File: config.mk
export PLATFORM = sky130hd
export DESIGN_NAME = bkpt_cmp
export DESIGN_NICKNAME = d
export VERILOG_FILES = /design/src/rtl/bkpt_cmp_pkg.sv /design/src/rtl/bkpt_cmp_ctrl.sv /design/src/rtl/bkpt_cmp_dp.sv /design/src/rtl/bkpt_cmp.sv
export SDC_FILE = /design/constraint.sdc
export NUM_CORES = 1
export LEC_CHECK = 0
export BUFFER_PORTS_ARGS = -buffer_cell sky130_fd_sc_hd__buf_4
export CELL_PAD_IN_SITES_DETAIL_PLACEMENT = 1
export CELL_PAD_IN_SITES_GLOBAL_PLACEMENT = 1
export CORE_AREA = 3 3 120 122
export DETAILED_ROUTE_END_ITERATION = 10
export DIE_AREA = 0 0 123 125
export PLACE_DENSITY = 0.87
export SYNTH_ARGS = -nofsm -noshare
export SYNTH_HDL_FRONTEND = slang
export SYNTH_SLANG_ARGS = --single-unit
File: constraint.sdc
create_clock -name clk -period 0.8 [get_ports clk]
set_input_delay 0.04 -clock clk [delete_from_list [all_inputs] [get_ports clk]]
set_output_delay 0.04 -clock clk [all_outputs]
set_load 0.03 [all_outputs]
File: src/rtl/bkpt_cmp_pkg.sv
package bkpt_cmp_pkg;

  localparam int DATA_W    = 32;
  localparam int NUM_LANES = 7;
  localparam int CTRL_W    = 16;

  localparam logic [1:0] SZ_BYTE = 2'd0;
  localparam logic [1:0] SZ_WORD = 2'd1;
  localparam logic [1:0] SZ_LONG = 2'd2;

  // Control-field bit positions (the sequencer above decodes the same layout).
  localparam int BIT_EN     = 13;
  localparam int BIT_LANE_HI = 12;
  localparam int BIT_LANE_LO = 6;
  localparam int BIT_DINV   = 5;
  localparam int BIT_AOUT   = 4;
  localparam int BIT_ARNG   = 3;
  localparam int BIT_AEQ    = 2;
  localparam int BIT_PCEN   = 1;
  localparam int BIT_PCINV  = 0;

  // Strobes from control to datapath.
  typedef struct packed {
    logic                 sample;
    logic                 globalEn;
    logic                 addrEq;
    logic                 addrIn;
    logic                 addrOut;
    logic [NUM_LANES-1:0] laneEn;   // index 6 longword ... index 0 byte [31:24]
    logic                 dataInv;
    logic                 pcEn;
    logic                 pcInv;
  } ctrl_strobe_t;

  // Data bits belonging to a lane.
  function automatic logic [DATA_W-1:0] laneBits(input int idx);
    case (idx)
      6:       laneBits = 32'hFFFF_FFFF;
      5:       laneBits = 32'h0000_FFFF;
      4:       laneBits = 32'hFFFF_0000;
      3:       laneBits = 32'h0000_00FF;
      2:       laneBits = 32'h0000_FF00;
      1:       laneBits = 32'h00FF_0000;
      default: laneBits = 32'hFF00_0000;
    endcase
  endfunction

  // Whether a transfer of the given size and offset covers a lane.
  function automatic logic laneCovered(input int idx, input logic [1:0] sz,
                                       input logic [1:0] off);
    case (idx)
      6:       laneCovered = (sz == SZ_LONG);
      5:       laneCovered = (sz == SZ_WORD) && off[1];
      4:       laneCovered = (sz == SZ_WORD) && !off[1];
      3:       laneCovered = (sz == SZ_BYTE) && (off == 2'd3);
      2:       laneCovered = (sz == SZ_BYTE) && (off == 2'd2);
      1:       laneCovered = (sz == SZ_BYTE) && (off == 2'd1);
      default: laneCovered = (sz == SZ_BYTE) && (off == 2'd0);
    endcase
  endfunction

endpackage

File: src/rtl/bkpt_cmp_ctrl.sv
module bkpt_cmp_ctrl
  import bkpt_cmp_pkg::*;
(
  input  logic              busStrobe,
  input  logic [CTRL_W-1:0] ctrlWord,
  output ctrl_strobe_t      ctl
);

  logic unusedBits;
  assign unusedBits = ^ctrlWord[CTRL_W-1:BIT_EN+1];

  always_comb begin
    ctl          = '0;
    ctl.sample   = busStrobe;
    ctl.globalEn = ctrlWord[BIT_EN];
    ctl.addrEq   = ctrlWord[BIT_AEQ];
    ctl.addrIn   = ctrlWord[BIT_ARNG];
    ctl.addrOut  = ctrlWord[BIT_AOUT];
    ctl.laneEn   = ctrlWord[BIT_LANE_HI:BIT_LANE_LO];
    ctl.dataInv  = ctrlWord[BIT_DINV];
    ctl.pcEn     = ctrlWord[BIT_PCEN];
    ctl.pcInv    = ctrlWord[BIT_PCINV];
  end

endmodule

File: src/rtl/bkpt_cmp_dp.sv
module bkpt_cmp_dp
  import bkpt_cmp_pkg::*;
#(
  parameter int ADDR_W = 32,
  parameter int PC_W   = 32
) (
  input  logic              clk,
  input  logic              rstN,
  input  ctrl_strobe_t      ctl,
  input  logic [ADDR_W-1:0] busAddr,
  input  logic [DATA_W-1:0] busData,
  input  logic [1:0]        busSize,
  input  logic [PC_W-1:0]   busPc,
  input  logic [ADDR_W-1:0] addrLow,
  input  logic [ADDR_W-1:0] addrHigh,
  input  logic [DATA_W-1:0] dataRef,
  input  logic [DATA_W-1:0] dataIgnore,
  input  logic [PC_W-1:0]   pcRef,
  input  logic [PC_W-1:0]   pcIgnore,
  output logic              addrHit,
  output logic              dataHit,
  output logic              pcHit,
  output logic              condMet,
  output logic              resultValid
);

  // Address comparators
  logic aboveLow, belowHigh, inWindow, eqLow, addrOn, addrMatch;
  assign aboveLow  = (busAddr >= addrLow);
  assign belowHigh = (busAddr <= addrHigh);
  assign inWindow  = aboveLow && belowHigh;
  assign eqLow     = (busAddr == addrLow);
  assign addrOn    = ctl.addrEq | ctl.addrIn | ctl.addrOut;
  assign addrMatch = (ctl.addrEq && eqLow) || (ctl.addrIn && inWindow)
                  || (ctl.addrOut && !inWindow);

  // Data lane comparators
  logic [DATA_W-1:0]    dataDiff;
  logic [NUM_LANES-1:0] laneMatch;
  logic                 dataOn, dataMatch;
  assign dataDiff = (busData ^ dataRef) & ~dataIgnore;

  for (genvar i = 0; i < NUM_LANES; i++) begin : g_lane
    logic covered, eqLane;
    assign covered      = laneCovered(i, busSize, busAddr[1:0]);
    assign eqLane       = ((dataDiff & laneBits(i)) == '0);
    assign laneMatch[i] = covered && (eqLane ^ ctl.dataInv);
  end

  assign dataOn    = |ctl.laneEn;
  assign dataMatch = |(laneMatch & ctl.laneEn);

  // PC comparator
  logic pcEq, pcMatch;
  assign pcEq    = (((busPc ^ pcRef) & ~pcIgnore) == '0);
  assign pcMatch = pcEq ^ ctl.pcInv;

  // Combination of enabled classes
  logic anyOn, allOk, live;
  assign live  = ctl.sample && ctl.globalEn;
  assign anyOn = addrOn || dataOn || ctl.pcEn;
  assign allOk = (!addrOn || addrMatch) && (!dataOn || dataMatch)
              && (!ctl.pcEn || pcMatch);

  always_ff @(posedge clk or negedge rstN) begin
    if (!rstN) begin
      addrHit     <= 1'b0;
      dataHit     <= 1'b0;
      pcHit       <= 1'b0;
      condMet     <= 1'b0;
      resultValid <= 1'b0;
    end else begin
      resultValid <= ctl.sample;
      addrHit     <= live && addrOn && addrMatch;
      dataHit     <= live && dataOn && dataMatch;
      pcHit       <= live && ctl.pcEn && pcMatch;
      condMet     <= live && anyOn && allOk;
    end
  end

endmodule

File: src/rtl/bkpt_cmp.sv
module bkpt_cmp
  import bkpt_cmp_pkg::*;
#(
  parameter int ADDR_W = 32,
  parameter int PC_W   = 32
) (
  input  logic              clk,
  input  logic              rstN,
  input  logic              busStrobe,
  input  logic [ADDR_W-1:0] busAddr,
  input  logic [31:0]       busData,
  input  logic [1:0]        busSize,
  input  logic [PC_W-1:0]   busPc,
  input  logic [15:0]       ctrlWord,
  input  logic [ADDR_W-1:0] addrLow,
  input  logic [ADDR_W-1:0] addrHigh,
  input  logic [31:0]       dataRef,
  input  logic [31:0]       dataIgnore,
  input  logic [PC_W-1:0]   pcRef,
  input  logic [PC_W-1:0]   pcIgnore,
  output logic              addrHit,
  output logic              dataHit,
  output logic              pcHit,
  output logic              condMet,
  output logic              resultValid
);

  ctrl_strobe_t ctl;

  bkpt_cmp_ctrl u_ctrl (
    .busStrobe (busStrobe),
    .ctrlWord  (ctrlWord),
    .ctl       (ctl)
  );

  bkpt_cmp_dp #(.ADDR_W(ADDR_W), .PC_W(PC_W)) u_dp (
    .clk         (clk),
    .rstN        (rstN),
    .ctl         (ctl),
    .busAddr     (busAddr),
    .busData     (busData),
    .busSize     (busSize),
    .busPc       (busPc),
    .addrLow     (addrLow),
    .addrHigh    (addrHigh),
    .dataRef     (dataRef),
    .dataIgnore  (dataIgnore),
    .pcRef       (pcRef),
    .pcIgnore    (pcIgnore),
    .addrHit     (addrHit),
    .dataHit     (dataHit),
    .pcHit       (pcHit),
    .condMet     (condMet),
    .resultValid (resultValid)
  );

endmodule

==> impl_metrics.env <==
export IMPL_status="complete, but fails checks"
export IMPL_failed_checks="negative setup slack"
export IMPL_dp_hpwl_mm=14.54
export IMPL_highest_layer="met4"
export IMPL_post_drt_via_cell_ratio=4.717
export IMPL_grt_overflow=0
export IMPL_avgSynthCellArea_um2=7.567
export IMPL_num_antenna_cells=0
export IMPL_critPathCapture="u_dp.condMet"
export IMPL_wl_met2_mm=9.511
export IMPL_row_count=42
export IMPL_path_buf_inv=2
export IMPL_drive_above_1_share_pct=62.68
export IMPL_grt_pass1_vias=4880
export IMPL_crit_top_cell="buf_4"
export IMPL_die_w_um=123
export IMPL_syn_inst=375
export IMPL_numCtsBuffers=3
export IMPL_stdcell_count=921
export IMPL_fin_ws_ns=-1.094
export IMPL_route_met3_wl_mm=1.487
export IMPL_drt_met1_wl_mm=5.566
export IMPL_register_area_um2=125.1
export IMPL_slowest_delay_ns=0.30
export IMPL_grt_pass1_wl_mm=24.04
export IMPL_ys_flop_type="dfrtp_1"
export IMPL_antenna_found_initial=0
export IMPL_cts_tree="built"
export IMPL_synth_edf_count=0
export IMPL_pre_cts_ws_ns=-1.533
export IMPL_yosysSeqAreaShare_pct=4.409
export IMPL_timing_fmax_ghz=0.5279
export IMPL_worst_setup_path_end_kind="flop"
export IMPL_coreArea_mm2=0.01330
export IMPL_area_growth_pct=139.2
export IMPL_min_period_ns=1.894
export IMPL_rsz0062_at_grt="true"
export IMPL_setup_viol=4
export IMPL_drtIter0Drc=113
export IMPL_cts_clk_slew_worst_paths_ns=0.03
export IMPL_htree_levels=1
export IMPL_cp_slowest_cell="mux2_4"
export IMPL_tightest_slew_ns=0.3628
export IMPL_place_inst=907
export IMPL_wire_per_inst_um=18.68
export IMPL_clock_sinks=5
export IMPL_syn_cell_area_mm2=0.002838
export IMPL_ys_warn_count=0
export IMPL_drc=0
export IMPL_nets=1119
export IMPL_synth_top_area_share_pct=28.22
export IMPL_grtUsageTotal_pct=19.59
export IMPL_drv_cap=0
export IMPL_start_util_pct=21.34
export IMPL_ant_nets=0
export IMPL_fin_crit_sh_pct=236.8
export IMPL_yosysTopAreaCell="ha_1"
export IMPL_place_congestion=0.8746
export IMPL_worst_setup_path_type="in -> reg"
export IMPL_synth_seq_cells=5
export IMPL_die_h_um=125
export IMPL_dieArea_mm2=0.01538
export IMPL_worst_path_stages=11
export IMPL_multiInputGateArea_mm2=0.003149
export IMPL_drt_pass1_iterations=4
export IMPL_cts_buffer_depth=2
export IMPL_place_area_mm2=0.005868
export IMPL_vias=4344
export IMPL_drt_wl_total_mm=17.20
export IMPL_hold_path_startpoint="ctrlWord[1]"
export IMPL_clockRootBuffer="clkbuf_16"
export IMPL_slew_headroom_pct=75.63
export IMPL_async_flop_share_pct=100.0
export IMPL_cp_arrival_ns=2.04
export IMPL_syn_nets=748
export IMPL_slew_violations=0
export IMPL_ir_drop_uv=479.0
export IMPL_io_buffers=311
export IMPL_crit_chain="buf_4, buf_4, ha_4, nor2b_1, o211ai_1, a21oi_2, o311ai_2, and4_1, nor3_4, mux2_4, a211oi_2"
export IMPL_power_density_mw_per_mm2=682.4
export IMPL_crit_path_start_kind="input pin"
export IMPL_leakagePower_nw=3.356
export IMPL_synth_area_top_cells="ha_1 28%, xnor2_1 20%, inv_1 8.6%, o22ai_1 7.3%, a21oi_1 4.8%"
export IMPL_hp_class="in -> reg"
export IMPL_yosysUniqueCellTypes=40
export IMPL_finalHoldViolCount=0
export IMPL_cp_startpoint="busAddr[1]"
export IMPL_final_cell_area_mm2=0.006787
export IMPL_required_ns=0.94
export IMPL_cp_max_fo=4
export IMPL_cp_top_family="compound AO/OA/AOI/OAI gates"
export IMPL_tns_ns=-3.710
export IMPL_io_pins=314
export IMPL_grt_start_max_net_pins=6
export IMPL_fillCellCount=1529
-- synth_stat cells, types with 2 or more instances --
master	n
nor4_1	8
nand2_1	19
nor3_1	4
inv_1	65
xnor2_1	64
nand4_1	17
o22ai_1	33
o211ai_1	2
o21ai_0	5
nand3b_1	2
xor2_1	5
nand3_1	9
dfrtp_1	5
a21o_1	5
a21boi_0	3
a211oi_1	4
a221oi_1	2
nor4_2	4
nor2_1	5
ha_1	64
nor2b_1	4
a21oi_1	27
a2111oi_0	2
-- logic make-up after synthesis --
| logic type | Yosys count | synth area share, % |
|---|---|---|
| AO/OA/AOI/OAI | 90 | 20.11 |
| AND/OR/NAND/NOR | 78 | 15.65 |
| XOR/XNOR | 69 | 21.30 |
| buffers and inverters | 66 | 8.774 |
| adder cells (fa/ha/maj) | 64 | 28.22 |
| flip-flops | 5 | 4.409 |
| multiplexers | 3 | 1.543 |
-- placed cells by master (no fill, tap or decap), types with 19 or more instances in the layout --
cell type	count
buf_6	41
o22ai_1	27
buf_4	321
ha_1	40
xnor2_2	20
inv_1	48
a21oi_1	25
ha_4	24
nand2_1	19
xnor2_1	43
-- stage by stage --
| step | utilization (%) | total power [mW] | hold slack [ns] |
|---|---|---|---|
| floorplan | - | 1.435 | -0.2556 |
| global placement | 44.14 | 3.169 | -0.1552 |
| detailed placement | 44.14 | 3.268 | -0.1529 |
| CTS | 47.28 | 4.308 | 0.1419 |
| global route | 51.04 | 4.976 | 0.1800 |
| finish | 51.04 | 4.631 | 0.1545 |
-- how the worst min path moves through the flow --
stage | end | slack, ns | cells past startpoint
final | u_dp.condMet | 0.15 | 4
after global routing | u_dp.resultValid | 0.18 | 2
after CTS | u_dp.condMet | 0.14 | 4
after detailed placement | u_dp.resultValid | -0.15 | 1
after global placement | u_dp.resultValid | -0.16 | 1
after floorplan | u_dp.addrHit | -0.26 | 0
-- metal layers --
layer	GRT usage, %	vias up
met1	18.80	1995
met5	0	-
met3	3.794	38
met4	6.645	0
li1	-	2093
met2	40.08	218
-- where the power goes --
group          total (mW)  internal (mW)  leakage, nW  switching [mW]
combinational        3.53           2.16         3.25            1.37
clock               0.834          0.661       0.0382           0.172
sequential          0.269          0.264       0.0665         0.00454
-- tightest hold or removal path, cell delays in order --
cell	delay [ns]
buf_4	0.09
a211oi_1	0.04
nor2_1	0.12
a211oi_2	0.06
-- area by class of cell --
type	instances	area share, %
multi-input cells	304	46.40
repair buffers	367	43.27
inverters	65	4.074
well taps	176	3.245
flip-flops and latches	5	1.844
clock buffers	4	1.162
-- what timing repair did --
action	in CTS	in global routing
pin swaps	29	45
resized for setup	57	76
buffers inserted	4	7
gates cloned	0	0
hold endpoints to repair	6	0
hold buffers	2	0
endpoints found under the setup margin	6	7
-- registers in the layout (all words and copies together) (netlist names) --
| signal | cells |
|---|---|
| u_dp.addrHit | 1 |
| u_dp.condMet | 1 |
| u_dp.dataHit | 1 |
| u_dp.pcHit | 1 |
| u_dp.resultValid | 1 |
Power figures use the tool's default switching activity.
